File: config.mk
export PLATFORM = sky130hd
export DESIGN_NAME = baud_div_gen
export DESIGN_NICKNAME = d
export VERILOG_FILES = /design/src/rtl/baud_div_pkg.sv /design/src/rtl/baud_div_latch.sv /design/src/rtl/baud_div_counter.sv /design/src/rtl/baud_div_shape.sv /design/src/rtl/baud_div_gen.sv
export SDC_FILE = /design/constraint.sdc
export NUM_CORES = 1
export LEC_CHECK = 0
export BUFFER_PORTS_ARGS = -buffer_cell sky130_fd_sc_hd__clkbuf_2
export CORE_ASPECT_RATIO = 0.75
export CORE_MARGIN = 5
export CORE_UTILIZATION = 53
export CTS_BUF_LIST = sky130_fd_sc_hd__clkbuf_4 sky130_fd_sc_hd__clkbuf_8
export DETAILED_ROUTE_END_ITERATION = 7
export GPL_TIMING_DRIVEN = 0
export HOLD_SLACK_MARGIN = 0.12
export PLACE_DENSITY = 0.79
export SYNTH_ARGS = -nofsm -noshare
export SYNTH_HDL_FRONTEND = slang
export SYNTH_HIERARCHICAL = 1
export SYNTH_SLANG_ARGS = --single-unit
File: constraint.sdc
create_clock -name clk -period 3.18 [get_ports clk]
set_input_delay 0.318 -clock clk [delete_from_list [all_inputs] [get_ports clk]]
set_output_delay 0.318 -clock clk [all_outputs]
set_load 0.01 [all_outputs]
File: src/rtl/baud_div_pkg.sv
package baud_div_pkg;

    // Action taken by the counter on the coming edge, in priority order.
    typedef enum logic [2:0] {
        ACT_LOAD = 3'd0,   // divisor byte written: restart from new value
        ACT_IDLE = 3'd1,   // divisor zero: park at zero
        ACT_WRAP = 3'd2,   // enabled at terminal count: tick and reload
        ACT_STEP = 3'd3,   // enabled mid-period: decrement
        ACT_HOLD = 3'd4    // reference enable low: keep count
    } cnt_act_e;

    localparam int unsigned BDG_LANES = 2;

endpackage

File: src/rtl/baud_div_latch.sv
module baud_div_latch #(
    parameter int unsigned BYTE_W = 8,
    parameter int unsigned LANES  = 2,
    localparam int unsigned DIV_W = BYTE_W * LANES
) (
    input  logic              clk,
    input  logic              rst_n,
    input  logic [LANES-1:0]  lane_wr,
    input  logic [BYTE_W-1:0] wr_data,
    output logic [DIV_W-1:0]  div_q,
    output logic [DIV_W-1:0]  div_d,
    output logic              load
);

    typedef struct packed {
        logic [DIV_W-1:0] div;
    } latch_t;

    latch_t st_d, st_q;
    logic [DIV_W-1:0] lane_next;

    // One byte lane per strobe; a lane keeps its value unless written.
    for (genvar g = 0; g < LANES; g++) begin : g_lane
        always_comb begin
            lane_next[g*BYTE_W +: BYTE_W] = lane_wr[g] ? wr_data
                                                       : st_q.div[g*BYTE_W +: BYTE_W];
        end
    end

    always_comb begin
        st_d     = st_q;
        st_d.div = lane_next;
    end

    always_ff @(posedge clk or negedge rst_n) begin
        if (!rst_n) begin
            st_q <= '0;
        end else begin
            st_q <= st_d;
        end
    end

    assign div_q = st_q.div;
    assign div_d = st_d.div;
    assign load  = |lane_wr;

endmodule

File: src/rtl/baud_div_counter.sv
module baud_div_counter
    import baud_div_pkg::*;
#(
    parameter int unsigned DIV_W = 16
) (
    input  logic             clk,
    input  logic             rst_n,
    input  logic             ref_en,
    input  logic             load,
    input  logic [DIV_W-1:0] div_d,
    output logic [DIV_W-1:0] cnt_q,
    output logic [DIV_W-1:0] cnt_d,
    output logic             tick_q
);

    localparam logic [DIV_W-1:0] CNT_ONE  = DIV_W'(1);
    localparam logic [DIV_W-1:0] CNT_ZERO = '0;

    typedef struct packed {
        logic [DIV_W-1:0] cnt;
        logic             tick;
    } cnt_t;

    cnt_t     st_d, st_q;
    cnt_act_e act;

    // Select the action; a write outranks everything, including ref_en.
    always_comb begin
        if (load) begin
            act = ACT_LOAD;
        end else if (div_d == CNT_ZERO) begin
            act = ACT_IDLE;
        end else if (!ref_en) begin
            act = ACT_HOLD;
        end else if (st_q.cnt <= CNT_ONE) begin
            act = ACT_WRAP;
        end else begin
            act = ACT_STEP;
        end
    end

    always_comb begin
        st_d      = st_q;
        st_d.tick = 1'b0;
        unique case (act)
            ACT_LOAD: st_d.cnt = div_d;
            ACT_IDLE: st_d.cnt = CNT_ZERO;
            ACT_WRAP: begin
                st_d.cnt  = div_d;
                st_d.tick = 1'b1;
            end
            ACT_STEP: st_d.cnt = st_q.cnt - CNT_ONE;
            default:  st_d.cnt = st_q.cnt;
        endcase
    end

    always_ff @(posedge clk or negedge rst_n) begin
        if (!rst_n) begin
            st_q <= '0;
        end else begin
            st_q <= st_d;
        end
    end

    assign cnt_q  = st_q.cnt;
    assign cnt_d  = st_d.cnt;
    assign tick_q = st_q.tick;

endmodule

File: src/rtl/baud_div_shape.sv
module baud_div_shape #(
    parameter int unsigned DIV_W = 16
) (
    input  logic             clk,
    input  logic             rst_n,
    input  logic [DIV_W-1:0] cnt_d,
    input  logic [DIV_W-1:0] div_d,
    output logic             baud_q
);

    typedef struct packed {
        logic baud;
    } shape_t;

    shape_t st_d, st_q;

    // High while the remaining count sits in the upper half of the period.
    always_comb begin
        st_d      = st_q;
        st_d.baud = cnt_d > (div_d >> 1);
    end

    always_ff @(posedge clk or negedge rst_n) begin
        if (!rst_n) begin
            st_q <= '0;
        end else begin
            st_q <= st_d;
        end
    end

    assign baud_q = st_q.baud;

endmodule

File: src/rtl/baud_div_gen.sv
module baud_div_gen
    import baud_div_pkg::*;
#(
    parameter int unsigned BYTE_W = 8,
    localparam int unsigned DIV_W = BYTE_W * BDG_LANES
) (
    input  logic              clk,
    input  logic              rst_n,
    input  logic              ref_en,
    input  logic              lo_wr,
    input  logic              hi_wr,
    input  logic [BYTE_W-1:0] wr_data,
    output logic              tick,
    output logic              baud_out
);

    logic [BDG_LANES-1:0] lane_wr;
    logic [DIV_W-1:0]     div_q;
    logic [DIV_W-1:0]     div_d;
    logic [DIV_W-1:0]     cnt_q;
    logic [DIV_W-1:0]     cnt_d;
    logic                 load;

    assign lane_wr = {hi_wr, lo_wr};

    baud_div_latch #(
        .BYTE_W (BYTE_W),
        .LANES  (BDG_LANES)
    ) u_latch (
        .clk     (clk),
        .rst_n   (rst_n),
        .lane_wr (lane_wr),
        .wr_data (wr_data),
        .div_q   (div_q),
        .div_d   (div_d),
        .load    (load)
    );

    baud_div_counter #(
        .DIV_W (DIV_W)
    ) u_counter (
        .clk    (clk),
        .rst_n  (rst_n),
        .ref_en (ref_en),
        .load   (load),
        .div_d  (div_d),
        .cnt_q  (cnt_q),
        .cnt_d  (cnt_d),
        .tick_q (tick)
    );

    baud_div_shape #(
        .DIV_W (DIV_W)
    ) u_shape (
        .clk    (clk),
        .rst_n  (rst_n),
        .cnt_d  (cnt_d),
        .div_d  (div_d),
        .baud_q (baud_out)
    );

endmodule

==> impl_metrics.yaml <==
timing:
  post-route-min-period_ps: 3226
  finalSetupTns_ps: -45.76
  max_freq_mhz: 310.0
  maxSlewViolCount: 0
  setup_viol: 1
  rsz0062_at_grt: "yes"
  final.period_utilization_pct: 101.4
  whs_ps: 140.7
  skew_ps: 5.179
  hold_violations: 0
  relSlewSlack_pct: 39.98
  worst_pin_slew_ps: 900.3
  layout_setup_ws_ps: -45.76
clock_tree:
  clkTransAtPathRegs_ps: 70
  clock_sinks: 34
  clockBufferDepth: 2
  cts_hold_buf: 0
  numCtsBuffers: 5
  root_buffer: "clkbuf_8"
  clock_latency_ps: 290
  htreeDepth: 2
  cts_tree: "done"
place:
  gp_congestion: 0.9275
  port_buffers: 12
  dpl.cell_count: 303
  dpl.hpwl_um: 4203
global_route:
  grt_start_max_net_pins: 35
  grt_pass1_wl_um: 10470
  grt_pass1_vias: 2011
  grt_usage_pct: 23.44
  use_met2_pct: 36.65
  grt_use_met1_pct: 32.74
  busiest_layer: "met2"
  antenna_found_initial: 0
  grt_remaining_overflow: 0
  use_met3_pct: 5.174
drt:
  viasPerCell: 6.247
  drc: 0
  drt_iter0_markers: 243
  vias: 2099
  wl_per_cell_um: 20.17
  firstDrtPassIters: 4
  antenna_left: 0
  routed_wl_um: 6776
run:
  max-cap-violations: 0
critical_path:
  required_ps: 3400
  path_max_fanout: 4
  arrival_ps: 3440
  reg2reg_depth: 12
  r2r-start: "u_counter/cnt_q[6]"
  r2r-end: "u_shape/baud_q"
  worst_setup_path_start_kind: "flop"
  regToRegSetupSlack_ps: -50
  end_kind: "flop"
  critPathKind: "reg2reg"
run_status:
  status: "finished, violations left"
  failed_checks: "negative setup slack"
floorplan:
  die_area_um2: 5988
  num_rows: 21
  start_util_pct: 54.37
  die_h_um: 68.28
  num_io_pins: 15
  die_w_um: 87.70
  core-area_um2: 4414
final_layout:
  areaGrowthSynthToFinish_pct: 32.79
  nFillCells: 291
  fin_cells: 336
  fin_nets: 309
  antenna_cells: 0
  layout-drive-gt1-share_pct: 45.16
pwr:
  p_leak_nw: 1.438
  p_per_area_nw_per_um2: 461.4
  finalPower_mw: 1.470
  vdd_ir_drop_max_mv: 0.3099
synthesis:
  syn_area_per_cell_um2: 10.26
  synth_fp_nets: 264
  synth_cells: 234
  synth_seq_cells: 34
  synth_ff_type: "dfrtp_1"
  synth_edf_count: 0
  ys_seq_area_share_pct: 35.45
  async_flop_share_pct: 100.0
  yosys_warnings: 6
  yosysUniqueCellTypes: 57
  synthesis.area_um2: 2400
min_path:
  hp-class: "in2async"
placed cells by master, fill, tap and decap left out, types with 4 or more instances in the layout:
cell / instances
buf_4: 39
dfrtp_1: 30
inv_1: 21
mux2_4: 16
clkbuf_2: 12
nand2_1: 12
a21oi_1: 9
ha_1: 9
nor4_4: 8
ha_4: 8
nor2_1: 7
a22o_1: 7
clkbuf_8: 6
o21ai_0: 6
nor3_1: 4
mux2i_1: 4
a31oi_1: 4
dfrtp_2: 4
buf_6: 4
sequential cells by signal, indices dropped and copies added, names as in the netlist:
| name | cells |
|---|---|
| u_counter/cnt_q | 16 |
| u_counter/tick_q | 1 |
| u_latch/div_q | 16 |
| u_shape/baud_q | 1 |
cell usage after synthesis, drive strengths merged (2+ instances only):
library cell  number  area share [%]
a21boi             2            0.78
a21o               3            0.94
a21oi              9             1.9
a22o               7             2.6
a31oi              5             1.3
and3               2            0.57
buf               20             6.4
clkbuf             3            0.47
dfrtp             34              35
ha                17             8.9
inv               22             3.4
mux2              16              10
mux2i              4             1.7
nand2             13             2.0
nand2b             2            0.52
nand3              5             1.3
nand3b             2            0.63
nand4              3             1.0
nor2               8             1.4
nor2b              2            0.52
nor3               6             1.3
nor4               9             3.9
o21ai              8             1.7
o221a              2            0.94
o22ai              3            0.78
o31ai              4             1.3
or3                3            0.78
through the flow:
step,setup slack [ps],utilization [%],instance area (um2)
after CTS,4.042,65.53,2893
after floorplan,107.9,-,2400
after global placement,-536.2,57.34,2531
final,-45.76,72.19,3187
after global routing,-188.5,72.19,3187
after detailed placement,-562.7,57.34,2531
worst max-delay path by stage:
stage	from	end	slack (ps)	cells after the start
final	u_counter/cnt_q[6]	u_shape/baud_q	-50	12
after global routing	u_counter/cnt_q[11]	u_shape/baud_q	-190	12
after CTS	u_latch/div_q[11]	u_shape/baud_q	4	12
after detailed placement	hi_wr	u_shape/baud_q	-560	13
after global placement	lo_wr	u_shape/baud_q	-540	13
after floorplan	lo_wr	u_shape/baud_q	110	13
metal layers:
layer / vias to the layer above / routed length [um]
met2: 90 / 3089
met5: - / 0
met3: 19 / 513
li1: 940 / -
met4: 0 / 159
met1: 1050 / 3014
kinds of logic after synthesis:
logic type,count (synthesis),share of synthesized area [%]
buf+inv,45,10.27
compound gates,56,16.79
fa+ha+maj,17,8.863
xor+xnor,1,0.3650
flops,34,35.45
simple gates,61,16.58
mux,20,11.68
area by class of cell:
| class | instances | area, um2 | area share, % |
|---|---|---|---|
| plain buffers | 22 | 170.2 | 5.340 |
| clock buffers | 6 | 82.58 | 2.591 |
| clock inverters | 1 | 30.03 | 0.9423 |
| inverters | 22 | 82.58 | 2.591 |
| multi-input cells | 156 | 1619 | 50.80 |
| flip-flops and latches | 34 | 855.8 | 26.86 |
| well taps | 57 | 71.32 | 2.238 |
| repair buffers | 38 | 275.3 | 8.638 |
repair_timing:
action                                  CTS  global route
pin swaps                                 9            18
endpoints found under the hold margin     0             0
cloned                                    0             1
resized for setup                        29            26
buffers inserted                          9            17
endpoints found under the setup margin    1             1
power by group:
group	internal (mW)	total (mW)	switching [mW]
combinational	0.262	0.522	0.260
clock	0.251	0.415	0.164
sequential	0.483	0.534	0.0501
worst max-delay path: stages (launching register included):
cell,delay [ps]
dfrtp_1,440
nor4_4,360
buf_4,190
nand3_2,110
or3_1,360
or4_1,420
nand3_1,120
buf_4,120
ha_4,140
nand4b_4,110
nor4_4,370
a21boi_2,220
o31a_1,180
(Power assumes the default switching activity.)
